--- config.mk ---
export PLATFORM = sky130hd
export DESIGN_NAME = subcarrier_phase_gen
export DESIGN_NICKNAME = d
export VERILOG_FILES = /design/src/rtl/scphase_pkg.sv /design/src/rtl/frac_dda_stage.sv /design/src/rtl/phase_accum.sv /design/src/rtl/field_reset_ctrl.sv /design/src/rtl/subcarrier_phase_gen.sv
export SDC_FILE = /design/constraint.sdc
export NUM_CORES = 1
export LEC_CHECK = 0
export CAP_MARGIN = 25
export CORE_ASPECT_RATIO = 0.6
export CORE_MARGIN = 5
export CORE_UTILIZATION = 35
export CTS_BUF_LIST = sky130_fd_sc_hd__clkbuf_16
export DETAILED_ROUTE_END_ITERATION = 8
export DONT_BUFFER_PORTS = 1
export SYNTH_ARGS = -nofsm -noshare
export SYNTH_HDL_FRONTEND = slang
export SYNTH_SLANG_ARGS = --single-unit
--- constraint.sdc ---
create_clock -name clk -period 11.2 [get_ports clk]
set_input_delay 2.24 -clock clk [delete_from_list [all_inputs] [get_ports clk]]
set_output_delay 2.24 -clock clk [all_outputs]
set_load 0.03 [all_outputs]
--- src/rtl/scphase_pkg.sv ---
package scphase_pkg;
  typedef enum logic [1:0] {
    FLD_EVERY2 = 2'd0,
    FLD_EVERY4 = 2'd1,
    FLD_EVERY8 = 2'd2,
    FLD_NEVER  = 2'd3
  } fld_period_e;

  // Low-bit mask whose all-zero state marks the end of a period
  function automatic logic [2:0] period_mask(input fld_period_e m);
    case (m)
      FLD_EVERY2: return 3'b001;
      FLD_EVERY4: return 3'b011;
      default:    return 3'b111;
    endcase
  endfunction
endpackage

--- src/rtl/frac_dda_stage.sv ---
module frac_dda_stage #(
  parameter int W = 15
) (
  input  logic         clk,
  input  logic         rst_n,
  input  logic         clr,
  input  logic         adv,
  input  logic [W-1:0] inc,
  input  logic [W-1:0] size,
  input  logic         cin,
  output logic         cout
);
  localparam int SW = W + 1;

  typedef struct packed {
    logic         carry;
    logic [W-1:0] nxt;
  } step_t;

  // One modular step: add, compare, subtract the modulus once
  function automatic step_t mod_step(input logic [W-1:0] a, input logic [W-1:0] d,
                                     input logic c, input logic [W-1:0] m);
    logic [SW-1:0] s;
    step_t r;
    s = {1'b0, a} + {1'b0, d} + SW'(c);
    if (s >= {1'b0, m}) begin
      r.carry = 1'b1;
      s = s - {1'b0, m};
    end else begin
      r.carry = 1'b0;
    end
    r.nxt = s[W-1:0];
    return r;
  endfunction

  logic [W-1:0] acc;
  step_t        st;

  always_comb st = mod_step(acc, inc, cin, size);
  assign cout = adv & st.carry;

  always_ff @(posedge clk or negedge rst_n) begin
    if (!rst_n)   acc <= '0;
    else if (clr) acc <= '0;
    else if (adv) acc <= st.nxt;
  end
endmodule

--- src/rtl/phase_accum.sv ---
module phase_accum #(
  parameter int W = 12
) (
  input  logic         clk,
  input  logic         rst_n,
  input  logic         clr,
  input  logic         adv,
  input  logic [W-1:0] inc,
  input  logic         cin,
  output logic [W-1:0] phase
);
  function automatic logic [W-1:0] wrap_add(input logic [W-1:0] a, input logic [W-1:0] d,
                                            input logic c);
    return a + d + W'(c);
  endfunction

  always_ff @(posedge clk or negedge rst_n) begin
    if (!rst_n)   phase <= '0;
    else if (clr) phase <= '0;
    else if (adv) phase <= wrap_add(phase, inc, cin);
  end
endmodule

--- src/rtl/field_reset_ctrl.sv ---
module field_reset_ctrl
  import scphase_pkg::*;
#(
  parameter int CNT_W = 3
) (
  input  logic       clk,
  input  logic       rst_n,
  input  logic       field_start,
  input  logic [1:0] mode,
  output logic       clear
);
  logic [CNT_W-1:0] cnt;
  logic [CNT_W-1:0] cnt_nxt;
  fld_period_e      pm;

  assign pm      = fld_period_e'(mode);
  assign cnt_nxt = cnt + CNT_W'(1);
  assign clear   = field_start && (pm != FLD_NEVER) &&
                   ((cnt_nxt & CNT_W'(period_mask(pm))) == '0);

  always_ff @(posedge clk or negedge rst_n) begin
    if (!rst_n)           cnt <= '0;
    else if (field_start) cnt <= cnt_nxt;
  end
endmodule

--- src/rtl/subcarrier_phase_gen.sv ---
module subcarrier_phase_gen #(
  parameter int PHASE_W = 12,
  parameter int FRAC_W  = 15,
  parameter int LVL_W   = 8
) (
  input  logic               clk,
  input  logic               rst_n,
  input  logic               pix_en,
  input  logic               field_start,
  input  logic [2:0]         dda_en,
  input  logic [PHASE_W-1:0] inc_main,
  input  logic [FRAC_W-1:0]  inc_mid,
  input  logic [FRAC_W-1:0]  size_mid,
  input  logic [FRAC_W-1:0]  inc_lo,
  input  logic [FRAC_W-1:0]  size_lo,
  input  logic [1:0]         rst_mode,
  input  logic [LVL_W-1:0]   burst_lvl,
  output logic [PHASE_W-1:0] phase,
  output logic [LVL_W-1:0]   burst_amp
);
  localparam int CNT_W = 3;

  logic field_clear;
  logic carry3;
  logic carry2;

  field_reset_ctrl #(.CNT_W(CNT_W)) u_fld (
    .clk(clk), .rst_n(rst_n), .field_start(field_start),
    .mode(rst_mode), .clear(field_clear)
  );

  frac_dda_stage #(.W(FRAC_W)) u_lo (
    .clk(clk), .rst_n(rst_n), .clr(field_clear),
    .adv(pix_en & dda_en[2]), .inc(inc_lo), .size(size_lo),
    .cin(1'b0), .cout(carry3)
  );

  frac_dda_stage #(.W(FRAC_W)) u_mid (
    .clk(clk), .rst_n(rst_n), .clr(field_clear),
    .adv(pix_en & dda_en[1]), .inc(inc_mid), .size(size_mid),
    .cin(carry3), .cout(carry2)
  );

  phase_accum #(.W(PHASE_W)) u_main (
    .clk(clk), .rst_n(rst_n), .clr(field_clear),
    .adv(pix_en & dda_en[0]), .inc(inc_main), .cin(carry2),
    .phase(phase)
  );

  always_ff @(posedge clk or negedge rst_n) begin
    if (!rst_n) burst_amp <= '0;
    else        burst_amp <= burst_lvl;
  end
endmodule

== Word-level counts from Yosys, hierarchy flattened ==
Index checks and enable logic that the tools add are counted.

* Register bits after elaboration: 53
* Input bits: 89
* Output and inout bits: 20

* Add/sub/neg operators: 8
* Magnitude comparators: 2
* Equality and inequality tests: 2
* Multiplexer cells: 11
* Bitwise logic cells: 6
* Reductions and logical operators: 7

{| class="wikitable"
|+ Operator list
! kind !! number
|-
| 15-bit two-way mux || 6
|-
| 15-bit by 15-bit adder with 16-bit output || 2
|-
| 16-bit by 15-bit greater-or-equal comparator with 1-bit output || 2
|-
| 15-bit subtractor || 2
|-
| 12-bit two-way mux || 2
|-
| 16-bit by 1-bit adder with 16-bit output || 1
|-
| 12-bit by 1-bit adder with 12-bit output || 1
|-
| 12-bit adder || 1
|-
| 3-bit case mux with 2 select lines || 1
|-
| 2-bit nonzero test || 3
|-
| 1-bit bitwise AND || 5
|-
| 3-bit by 1-bit adder with 3-bit output, second input constant || 1
|-
| 3-bit bitwise AND || 1
|-
| 3-bit logical NOT || 1
|-
| 2-bit by 1-bit equality test with 1-bit output, second input constant || 1
|-
| 1-bit logical AND || 2
|-
| 2-bit logical NOT || 1
|-
| 1-bit two-way mux || 2
|-
| 2-bit != test, second input constant || 1
|}

== Depth between registers and ports, before layout ==
* Word-level depth: 11
* Mapped depth: 46
* Gate-level depth less buffers: 43

== Cells and area by module ==
A second synthesis with hierarchy kept.

* Cells, all modules: 676
* Area, all modules: 5,819.3 um2

{| class="wikitable"
|+ Modules (own cells, without submodules)
! module !! instances !! cells each !! area an instance (um2) !! seq. area each (um2)
|-
| frac_dda_stage at u_lo || 1 || 275 || 2,204.6 || 375.4
|-
| frac_dda_stage at u_mid || 1 || 264 || 2,198.4 || 375.4
|-
| phase_accum || 1 || 113 || 1,044.8 || 300.3
|-
| subcarrier_phase_gen || 1 || 12 || 222.7 || 200.2
|-
| field_reset_ctrl || 1 || 12 || 148.9 || 75.1
|}

== Worst setup path after synthesis ==
OpenSTA, ideal clock, no wires.

* Path type: input -> register
* Start: in inc_lo[0]
* End: reg u_main.phase[10]
* Setup time: 0.136 ns
* Arrival: 9.902 ns
* Slack: 1.161 ns
* Cell stages on the path: 45
* Cells stage by stage: ha_1 > inv_1 > fa_1 > nor2b_1 > o31a_1 > a222oi_1 > nor2b_1 > xnor2_1 > ha_1 > nand2_1 > o21ai_0 > or3_1 > o21ai_4 > a21o_4 > nand2_4 > buf_4 > nand2_1 > fa_1 > [9 not listed] > nor4_1 > nand2_1 > o21ai_1 > a41o_1 > or2_1 > buf_6 > buf_8 > nand2_1 > fa_1 > fa_1 > nor2b_1 > o21ai_0 > a21oi_1 > o21a_1 > nor2_1 > o211ai_1 > mux2i_1 > a21oi_1

* Longest elaborated chain between the ends: 11

{| class="wikitable"
|+ Ends and longest elaborated chain
! what !! line !! RTL
|-
| start, declared || subcarrier_phase_gen.sv:14 || <nowiki>input logic [FRAC_W-1:0] inc_lo,</nowiki>
|-
| 15-bit by 15-bit adder with 16-bit output || frac_dda_stage.sv:25 || <nowiki>s = {1'b0, a} + {1'b0, d} + SW'(c);</nowiki>
|-
| 16-bit by 15-bit greater-or-equal comparator with 1-bit output || frac_dda_stage.sv:26 || <nowiki>if (s >= {1'b0, m}) begin</nowiki>
|-
| 1-bit two-way mux || frac_dda_stage.sv:26 ||
|-
| 1-bit bitwise AND || frac_dda_stage.sv:40 || <nowiki>assign cout = adv & st.carry;</nowiki>
|-
| 16-bit by 1-bit adder with 16-bit output || frac_dda_stage.sv:25 ||
|-
| 16-bit by 15-bit greater-or-equal comparator with 1-bit output || frac_dda_stage.sv:26 ||
|-
| 1-bit two-way mux || frac_dda_stage.sv:26 ||
|-
| 1-bit bitwise AND || frac_dda_stage.sv:40 ||
|-
| 12-bit by 1-bit adder with 12-bit output || phase_accum.sv:14 || <nowiki>return a + d + W'(c);</nowiki>
|-
| 12-bit two-way mux || phase_accum.sv:20 || <nowiki>else if (adv) phase <= wrap_add(phase, inc, cin);</nowiki>
|-
| 12-bit two-way mux || phase_accum.sv:19 || <nowiki>else if (clr) phase <= '0;</nowiki>
|-
| end signal, assigned || phase_accum.sv:20 ||
|-
| end, declared || phase_accum.sv:10 || <nowiki>output logic [W-1:0] phase</nowiki>
|}

Every way passes these cells. The select of a mux whose other input is x is not followed.
A chain may end at the register's enable or synchronous reset.

== Worst setup path after layout ==
Same ends and word-level chain as after synthesis.

==> metrics.md <==
| Metric | Value |
|---|---|
| Outcome | `finished clean` |
| Count of cell types in the netlist | `66` |
| Final setup margin | `634 ps` |
| Core Rows | `35` |
| Rel. slew slack | `37.1%` |
| Total track usage | `16.6%` |
| Main flop type after synthesis | `dfrtp_1` |
| Syn Nets | `840` |
| Die height | `108 µm` |
| WL final | `15,800 µm` |
| Multi-input logic area | `4040 µm²` |
| Critical Path RT | `11,380 ps` |
| Pin count of the biggest net entering global routing | `54` |
| Final ANT Viol Nets | `0` |
| Dpl hpwl | `12,600 µm` |
| Clock tree buffer depth | `2` |
| Post-synthesis async set-or-reset flop share | `100%` |
| Placer congestion estimate | `0.903` |
| Clock sink count | `53` |
| Nets | `835` |
| Mapped Cells | `674` |
| Initial antenna violation count | `2` |
| Storage cell area | `1330 µm²` |
| Slowest-stage cell, CP | `fa_1` |
| Hold path depth | `1` |
| Setup crit start kind | `input pin` |
| Full die area | `18,700 µm²` |
| Die Width | `173 µm` |
| CTS root buffer | `clkbuf_16` |
| Max Clk Rate | `94.6 MHz` |
| Worst hold slack | `505 ps` |
| Ys Warns | `0` |
| Synth area leaders | `dfrtp_1 24%, ha_1 16%, xnor2_1 6.4%, a21oi_1 6.2%, o21ai_0 4.5%` |
| Worst reg2reg path depth | `43` |
| Critical Path End Type | `register` |
| Layout fillers | `1,546` |
| Mapped cell area | `5610 µm²` |
| Vias in the first global route | `4,851` |
| Reg2Reg Setup Slack | `2180 ps` |
| I/O pin cnt | `109` |
| CP peak stage delay | `490 ps` |
| RSZ-0062 raised after global routing | `no` |
| Number of I/O port buffers | `0` |
| Drt wl/cell | `18.0 µm` |
| Critical path fanouts, max | `17` |
| Most used cell, CP | `nand2_1` |
| Floorplan core area | `15,500 µm²` |
| Layout cell share with drive strength beyond 1 | `4.63%` |
| DR vias | `4,869` |
| Final setup viols | `0` |
| DRT Pass-1 Iters | `5` |
| Total CTS buffers | `5` |
| Post-synth top area cell | `dfrtp_1` |
| Post-route DRC violation count | `0` |
| Clk_lat worst skew | `300 ps` |
| Max-slew violations | `0` |
| Hold Crit Start | `u_fld.cnt[2]$_DFFE_PN0P_` |
| Via density | `5.56` |
| Sequential share of the synthesized area | `23.6%` |
| Setup TNS | `0 ps` |
| Final Hold Viols | `0` |
| Max cap viols | `0` |
| Area grow syn2layout | `6.78%` |
| Skew final | `8.13 ps` |
| Reg-to-reg startpoint | `u_lo.acc[0]$_DFFE_PN0P_` |
| WS Path Type | `input pin to register` |
| Starting Density | `36.1%` |
| WP data arrival | `10,740 ps` |
| Top cell type's share of synthesized area | `23.6%` |
| Grt total ovfl | `0` |
| CTS tree | `built` |
| Fin crit share | `94.3%` |
| EDFF count, synth | `0` |
| Hold crit path type | `register to register` |
| Number of synthesized register bits | `53` |
| Pre-CTS WS | `309 ps` |
| Mean cell area of the mapped netlist | `8.33 µm²` |
| Dpl cells | `864` |
| Post-layout minimum cycle time | `10,570 ps` |
| Iteration-0 DRC Markers | `394` |
| Tightest Pin Transition | `943 ps` |
| Hold Path Sink | `u_fld.cnt[2]$_DFFE_PN0P_` |
| First-pass GRT wire length | `25,300 µm` |
| H-tree levels | `2` |
| Final Non-Filler Cells | `875` |
| Clock transition at path regs | `80 ps` |
| Worst flop-to-flop path endpoint | `u_main.phase[10]$_DFFE_PN0P_` |
## sequential cells by signal, summed over array words and instances, names as in the netlist
name and flops:
burst_amp 8, u_lo.acc 15, u_main.phase 12, u_fld.cnt 3, u_mid.acc 15
## per-stage QoR
step                utilization [%]  area, µm²
finish                         38.5       5990
global route                   38.5       5990
CTS                            38.3       5960
floorplan                         -       5610
global placement               37.3       5810
detailed placement             37.3       5810
## cell usage in the layout (no fill, tap or decap), drive strengths merged, types with 4 or more instances in the layout
master,synthesis,layout
o31ai,6,6
fa,7,7
clkbuf,13,5
a41o,4,4
nand4,4,4
and3,11,11
nor2,52,52
a31oi,9,9
o41ai,4,4
or2,4,4
a21oi,71,71
o31a,7,7
nand2b,6,6
o211ai,5,5
and2,5,5
o21bai,5,5
a211oi,4,4
nand3,15,15
a21o,12,12
o21ai,58,58
nor3,17,17
inv,50,52
mux2i,19,19
ha,70,70
nand2,45,45
mux2,4,4
o21a,14,14
dfrtp,53,53
xnor2,41,41
buf,3,4
or3,5,5
nor2b,19,19
xor2,9,9
## area by class of cell
class / instances / share of cell area [%]
diodes: 2 / 0.0835
clock buffers: 5 / 2.09
clock inverters: 3 / 0.480
inverters: 50 / 3.13
multi-input cells: 555 / 67.3
flip-flops and latches: 53 / 22.1
well taps: 203 / 4.24
repair buffers: 4 / 0.501
## critical path: cells and delay by family
family	cells	cell delay (ps)
fa+ha+maj	8	2870
compound gates	15	2720
simple gates	15	2170
buf+inv	2	270
xor+xnor	2	260
mux	1	210
## synthesized netlist by cell type (all sizes together) (9+ instances only)
master   n
clkbuf  13
nor2    52
nor3    17
a31oi    9
inv     50
o21ai   58
a21oi   71
nand2   45
nor2b   19
dfrtp   53
xnor2   41
xor2     9
nand3   15
mux2i   19
ha      70
o21a    14
and3    11
a21o    12
## metal layers
metal / vias up / share of wire, % / GRT usage [%]
met3: 2 / 9.7 / 6.78
met1: 2278 / 51 / 24.4
met4: 0 / 0.089 / 1.71
met5: - / 0 / 0
met2: 159 / 39 / 23.5
li1: 2430 / - / -
## what timing repair did
action | 4_1_cts | 5_1_grt
hold buffers | 0 | 0
setup endpoints to repair | 0 | 4
gates resized for setup | 0 | 4
hold endpoints to repair | 0 | 0
buffers inserted | 0 | 1
## kinds of logic after synthesis
group	share of synthesized area [%]
flip-flops	23.6
AND/OR/NAND/NOR	16.5
XOR/XNOR	7.80
AO/OA/AOI/OAI	24.9
adder cells (fa/ha/maj)	18.1
multiplexers	4.26
buffers and inverters	4.82
## worst max-delay path by stage
stage / cells after the start / slack (ps) / start / end
3_3_place_gp: 41 / 550 / inc_lo[1] / u_main.phase[10]$_DFFE_PN0P_
4_1_cts: 41 / 570 / inc_lo[1] / u_main.phase[10]$_DFFE_PN0P_
2_1_floorplan: 45 / 1160 / inc_lo[0] / u_main.phase[10]$_DFFE_PN0P_
3_5_place_dp: 41 / 310 / inc_lo[1] / u_main.phase[10]$_DFFE_PN0P_
5_1_grt: 43 / 3 / inc_lo[0] / u_main.phase[8]$_DFFE_PN0P_
6_report: 43 / 630 / inc_lo[0] / u_main.phase[10]$_DFFE_PN0P_
Power is not shown: default switching activity piles up to over one toggle a cycle in this logic, so the estimate is an artifact.
